===== config.mk =====
export PLATFORM = sky130hd
export DESIGN_NAME = sleep_power_ctrl
export DESIGN_NICKNAME = d
export VERILOG_FILES = /design/src/rtl/slp_pkg.sv /design/src/rtl/slp_ctrl.sv /design/src/rtl/slp_datapath.sv /design/src/rtl/sleep_power_ctrl.sv
export SDC_FILE = /design/constraint.sdc
export NUM_CORES = 1
export LEC_CHECK = 0
export ABC_AREA = 0
export BUFFER_PORTS_ARGS = -buffer_cell sky130_fd_sc_hd__buf_2
export CAP_MARGIN = 20
export CORE_AREA = 2 2 39 41
export CTS_CLUSTER_SIZE = 16
export DETAILED_ROUTE_END_ITERATION = 10
export DIE_AREA = 0 0 41 43
export PLACE_DENSITY = 0.74
export SYNTH_ARGS = -nofsm -noshare
export SYNTH_HDL_FRONTEND = slang
export SYNTH_SLANG_ARGS = --single-unit

===== constraint.sdc =====
create_clock -name clk -period 2.75 [get_ports clk]
set_clock_uncertainty 0.05 [all_clocks]
set_input_delay 0.4125 -clock clk [delete_from_list [all_inputs] [get_ports clk]]
set_output_delay 0.4125 -clock clk [all_outputs]
set_load 0.01 [all_outputs]

===== src/rtl/slp_pkg.sv =====
package slp_pkg;

  typedef enum logic [1:0] {
    ST_RUN   = 2'd0,
    ST_SLEEP = 2'd1,
    ST_HALT  = 2'd2
  } slpStateT;

  typedef enum logic [1:0] {
    MODE_IDLE  = 2'd0,
    MODE_PDOWN = 2'd1,
    MODE_PSAVE = 2'd2
  } slpModeT;

  localparam int NUM_PER      = 7;
  localparam int PER_SPI      = 0;
  localparam int PER_UART     = 1;
  localparam int PER_ACMP     = 2;
  localparam int PER_TIMER    = 3;
  localparam int PER_WDOG     = 4;
  localparam int PER_INTLOGIC = 5;
  localparam int PER_ASYNCTMR = 6;

  // strobes from control to datapath
  typedef struct packed {
    logic captureMode;
    logic loadCnt;
    logic decCnt;
    logic finishWake;
    logic sleepActive;
    logic haltActive;
  } slpCtrlT;

  // select bits {main, extended}; the undefined 01 folds onto Idle
  function automatic slpModeT decodeSel(input logic [1:0] sel);
    case (sel)
      2'b10:   return MODE_PDOWN;
      2'b11:   return MODE_PSAVE;
      default: return MODE_IDLE;
    endcase
  endfunction

  // peripherals kept clocked while asleep in a given mode
  function automatic logic [NUM_PER-1:0] keepMask(input slpModeT m);
    logic [NUM_PER-1:0] k;
    k = '0;
    case (m)
      MODE_PDOWN: k[PER_INTLOGIC] = 1'b1;
      MODE_PSAVE: begin
        k[PER_INTLOGIC] = 1'b1;
        k[PER_ASYNCTMR] = 1'b1;
      end
      default:    k = '1;
    endcase
    return k;
  endfunction

endpackage


===== src/rtl/slp_ctrl.sv =====
module slp_ctrl
  import slp_pkg::*;
#(
  parameter int NUM_IRQ = 4
) (
  input  logic               clk,
  input  logic               rstN,
  input  logic               sleepEn,
  input  logic               sleepInstr,
  input  logic [NUM_IRQ-1:0] irqReq,
  input  logic               cntDone,
  output slpCtrlT            strb
);

  slpStateT state, nextState;

  always_ff @(posedge clk or negedge rstN) begin
    if (!rstN) state <= ST_RUN;
    else       state <= nextState;
  end

  always_comb begin
    nextState        = state;
    strb             = '0;
    strb.sleepActive = (state == ST_SLEEP);
    strb.haltActive  = (state == ST_HALT);
    case (state)
      ST_RUN: begin
        if (sleepInstr && sleepEn) begin
          nextState        = ST_SLEEP;
          strb.captureMode = 1'b1;
        end
      end
      ST_SLEEP: begin
        if (|irqReq) begin
          nextState    = ST_HALT;
          strb.loadCnt = 1'b1;
        end
      end
      ST_HALT: begin
        if (cntDone) begin
          nextState       = ST_RUN;
          strb.finishWake = 1'b1;
        end else begin
          strb.decCnt = 1'b1;
        end
      end
      default: nextState = ST_RUN;
    endcase
  end

  assert_no_entry_when_disabled_R3: assert property (@(posedge clk) disable iff (!rstN)
    (state == ST_RUN && sleepInstr && !sleepEn) |=> (state == ST_RUN));

  assert_entry_on_enabled_instr_R2: assert property (@(posedge clk) disable iff (!rstN)
    (state == ST_RUN && sleepInstr && sleepEn) |=> (state == ST_SLEEP));

  assert_irq_wakes_to_halt_R8: assert property (@(posedge clk) disable iff (!rstN)
    (state == ST_SLEEP && (|irqReq)) |=> (state == ST_HALT));

  assert_run_ignores_irq_R11: assert property (@(posedge clk) disable iff (!rstN)
    (state == ST_RUN && !(sleepInstr && sleepEn)) |=> (state == ST_RUN));

endmodule


===== src/rtl/slp_datapath.sv =====
module slp_datapath
  import slp_pkg::*;
#(
  parameter int HALT_CYCLES = 4
) (
  input  logic               clk,
  input  logic               rstN,
  input  logic [1:0]         modeSel,
  input  slpCtrlT            strb,
  output logic               cntDone,
  output logic               cpuClkEn,
  output logic [NUM_PER-1:0] perClkEn,
  output logic               wakeHalt,
  output logic               intEntry,
  output logic               resetVec
);

  localparam int CNT_W = $clog2(HALT_CYCLES + 1);
  localparam int CHK_W = CNT_W + 2;

  slpModeT            modeReg;
  logic [CNT_W-1:0]   haltCnt;
  logic [NUM_PER-1:0] keep;

  always_ff @(posedge clk or negedge rstN) begin
    if (!rstN)                 modeReg <= MODE_IDLE;
    else if (strb.captureMode) modeReg <= decodeSel(modeSel);
  end

  always_ff @(posedge clk or negedge rstN) begin
    if (!rstN)             haltCnt <= '0;
    else if (strb.loadCnt) haltCnt <= CNT_W'(HALT_CYCLES - 1);
    else if (strb.decCnt)  haltCnt <= haltCnt - 1'b1;
  end

  always_ff @(posedge clk or negedge rstN) begin
    if (!rstN) begin
      intEntry <= 1'b0;
      resetVec <= 1'b1;
    end else begin
      intEntry <= strb.finishWake;
      resetVec <= 1'b0;
    end
  end

  assign cntDone  = (haltCnt == '0);
  assign cpuClkEn = !strb.sleepActive && !strb.haltActive;
  assign wakeHalt = strb.haltActive;
  assign keep     = keepMask(modeReg);

  for (genvar i = 0; i < NUM_PER; i++) begin : g_perEn
    assign perClkEn[i] = !strb.sleepActive || keep[i];
  end

  // halt-length observer for the checks below
  logic [CHK_W-1:0] chkLen;
  always_ff @(posedge clk or negedge rstN) begin
    if (!rstN)                chkLen <= '0;
    else if (strb.haltActive) chkLen <= chkLen + 1'b1;
    else                      chkLen <= '0;
  end

  assert_halt_length_R8: assert property (@(posedge clk) disable iff (!rstN)
    intEntry |-> (chkLen == CHK_W'(HALT_CYCLES)));

  assert_entry_pulse_single_R9: assert property (@(posedge clk) disable iff (!rstN)
    intEntry |=> !intEntry);

  assert_mode_held_R7: assert property (@(posedge clk) disable iff (!rstN)
    (strb.sleepActive && $past(strb.sleepActive)) |-> $stable(modeReg));

  assert_intlogic_alive_R5: assert property (@(posedge clk) disable iff (!rstN)
    strb.sleepActive |-> perClkEn[PER_INTLOGIC]);

endmodule


===== src/rtl/sleep_power_ctrl.sv =====
module sleep_power_ctrl
  import slp_pkg::*;
#(
  parameter int NUM_IRQ     = 4,
  parameter int HALT_CYCLES = 4
) (
  input  logic               clk,
  input  logic               rstN,
  input  logic               sleepEn,
  input  logic [1:0]         modeSel,
  input  logic               sleepInstr,
  input  logic [NUM_IRQ-1:0] irqReq,
  output logic               cpuClkEn,
  output logic [6:0]         perClkEn,
  output logic               wakeHalt,
  output logic               intEntry,
  output logic               resetVec
);

  slpCtrlT strb;
  logic    cntDone;

  slp_ctrl #(.NUM_IRQ(NUM_IRQ)) uCtrl (
    .clk        (clk),
    .rstN       (rstN),
    .sleepEn    (sleepEn),
    .sleepInstr (sleepInstr),
    .irqReq     (irqReq),
    .cntDone    (cntDone),
    .strb       (strb)
  );

  slp_datapath #(.HALT_CYCLES(HALT_CYCLES)) uDp (
    .clk      (clk),
    .rstN     (rstN),
    .modeSel  (modeSel),
    .strb     (strb),
    .cntDone  (cntDone),
    .cpuClkEn (cpuClkEn),
    .perClkEn (perClkEn),
    .wakeHalt (wakeHalt),
    .intEntry (intEntry),
    .resetVec (resetVec)
  );

  assert_cpu_off_when_held_R8: assert property (@(posedge clk) disable iff (!rstN)
    wakeHalt |-> (!cpuClkEn && perClkEn == 7'h7F));

endmodule


==> flow_metrics.tcl <==
set metrics [dict create \
    grt_overflow 0 \
    ys_ff_latch 9 \
    layoutNonFillerInstCount 94 \
    vias 441 \
    routabilityCongestion 0.651 \
    finalSetupViolCount 0 \
    ys_types 24 \
    cts_tree "yes" \
    vdd_drop_max_uv 344 \
    fillers 139 \
    layout_setup_ws_ps 956 \
    antenna_left 0 \
    status "complete, no violations" \
    syn2layout_area_growth_pct 16.1 \
    slew_violations 0 \
    start_util_pct 43.9 \
    cts-root-buf "clkbuf_4" \
    grt_max_degree 11 \
    routed_wl_microns 953 \
    htree_num_levels 1 \
    drive_gt1_share_pct 33.3 \
    io_pins 21 \
    cp_slowest_stage_delay_ps 400 \
    max_freq_mhz 557 \
    period_needed_ps 1790 \
    wl_per_cell_microns 10.1 \
    core_sq_mm 0.00138 \
    period_share_pct 65.2 \
    crit_chain "inv_1 > ha_1 > nand2b_1 > buf_2" \
    rsz0062_at_grt "false" \
    cts-buffers-inserted 3 \
    crit_type "register to output pin" \
    die_x_microns 41 \
    drtPass1Iterations 4 \
    drt_iter0_markers 3 \
    die_y_microns 43 \
    grt_pass1_vias 404 \
    ys_seq_area_share_pct 37.3 \
    endpoint_kind "output pin" \
    clock-sinks 9 \
    path_max_fanout 6 \
    io_buffers 19 \
    cp_slowest_cell "dfrtp_1" \
    netlist_area_sq_um 607 \
    synth_area_per_cell_sq_um 9.95 \
    rows 14 \
    min_path_type "input port to register" \
    fin_hold_ws_ps 361 \
    yosys_most_used_dff "dfrtp_1" \
    synth_cells 61 \
    cap_viol_max_count 0 \
    synth_edf_count 0 \
    grt_pass1_wl_microns 1610 \
    synth_nets 78 \
    power_density_mw_per_mm2 787 \
    nNetsFinal 96 \
    dieArea_sq_mm 0.00176 \
    place_inst 89 \
    ctsResizeCount 0 \
    antennaDiodeCount 0 \
    power_leakage_nw 0.356 \
    clockBufferDepth 2 \
    hpwl_microns 748 \
    antenna_found_initial 0 \
    grt_usage_pct 13.6 \
    rrSetupSlack_ps 1180 \
    yosys_warnings 0 \
    clk_latency_ps 260 \
    synthArstFlopShare_pct 100 \
    clk_pin_slew_ps 60 \
    critPathLaunchType "register" \
    drc 0 \
    arrival_ps 1330 \
    dpl_worst_slack_ps 1180 \
    hold_viol_final 0 \
    crit_required_ps 2290 \
    viasPerCell 4.69 \
    fin_tns_setup_ps 0 \
]
[through the flow]
stage / total power (W) / utilization, % / area, sq um
2_1_floorplan: 0.000406 / - / 607
3_5_place_dp: 0.000458 / 48.3 / 668
4_1_cts: 0.000568 / 50.9 / 704
5_1_grt: 0.000616 / 50.9 / 704
3_3_place_gp: 0.000451 / 48.3 / 668
6_report: 0.000555 / 50.9 / 704
[final cells by class]
type	instances	area, sq um	share of cell area (%)
clock buffer	4	26.3	3.73
inverter	7	26.3	3.73
multi-input combinational	38	300	42.6
sequential	9	226	32.1
tap	16	20.0	2.84
timing repair buffer	20	105	14.9
[worst paths after layout]
check / startpoint / to / depth (start not counted)
max: uCtrl.state[1] / perClkEn[2] / 4
min: modeSel[1] / uDp.modeReg[1] / 3
max reg2reg: uDp.haltCnt[0] / uCtrl.state[1] / 5
min reg2reg: uDp.modeReg[0] / uDp.modeReg[0] / 2
max in group asynchronous: rstN / uDp.resetVec / 2
min in group asynchronous: rstN / uDp.intEntry / 2
[critical path: cells and delay by family (launching register included)]
family,cells,cell delay [ps]
flops,1,400
simple gates,1,130
buf+inv,2,260
fa+ha+maj,1,280
[cell families after synthesis]
family / Yosys count / synth area share (%)
AO/OA/AOI/OAI: 13 / 15.1
adder cells (fa/ha/maj): 7 / 14.4
buffers and inverters: 14 / 13.2
other: 2 / 1.24
multiplexers: 1 / 1.86
flip-flops: 9 / 37.3
AND/OR/NAND/NOR: 15 / 16.9
[registers in the layout, summed over array words and instances, names as in the netlist]
signal,count
uDp.haltCnt,3
uDp.intEntry,1
uDp.resetVec,1
uCtrl.state,2
uDp.modeReg,2
[cells in the mapped netlist (2+ instances only)]
cell      n  area [sq um]
buf_4     5          37.5
a21oi_1   3          15.0
dfrtp_1   8           200
ha_1      7          87.6
nand2_1   5          18.8
o21ai_0   4          20.0
and3_1    2          12.5
inv_1     7          26.3
nand2b_1  3          18.8
a21boi_0  2          15.0
conb_1    2          7.51
[timing repair]
item,in CTS,in global routing
endpoints found under the hold margin,8,0
hold buffers,1,0
setup buffers,0,0
[metal layers]
metal	routed length, microns	share of wire [%]	track usage [%]	up-vias
met5	0	0	0	-
met4	0	0	6.00	0
met3	24	2.5	3.14	0
met2	521	55	22.2	6
met1	407	43	15.9	206
li1	-	-	-	229
[power by group]
| group | internal (W) | total, W | switching (W) |
|---|---|---|---|
| Clock | 0.0000558 | 0.000101 | 0.0000448 |
| Combinational | 0.000116 | 0.000260 | 0.000144 |
| Sequential | 0.000170 | 0.000194 | 0.0000237 |
[placed cells by master (no fill, tap or decap), types with 2 or more instances in the layout]
master    instances
dfrtp_1           8
a21boi_0          2
nand2b_1          3
buf_2            19
and3_1            2
nand2_1           5
conb_1            2
inv_1             7
a21oi_1           3
o21ai_0           4
ha_1              7
clkbuf_4          3
No activity file was read; power rests on OpenSTA's default activity.
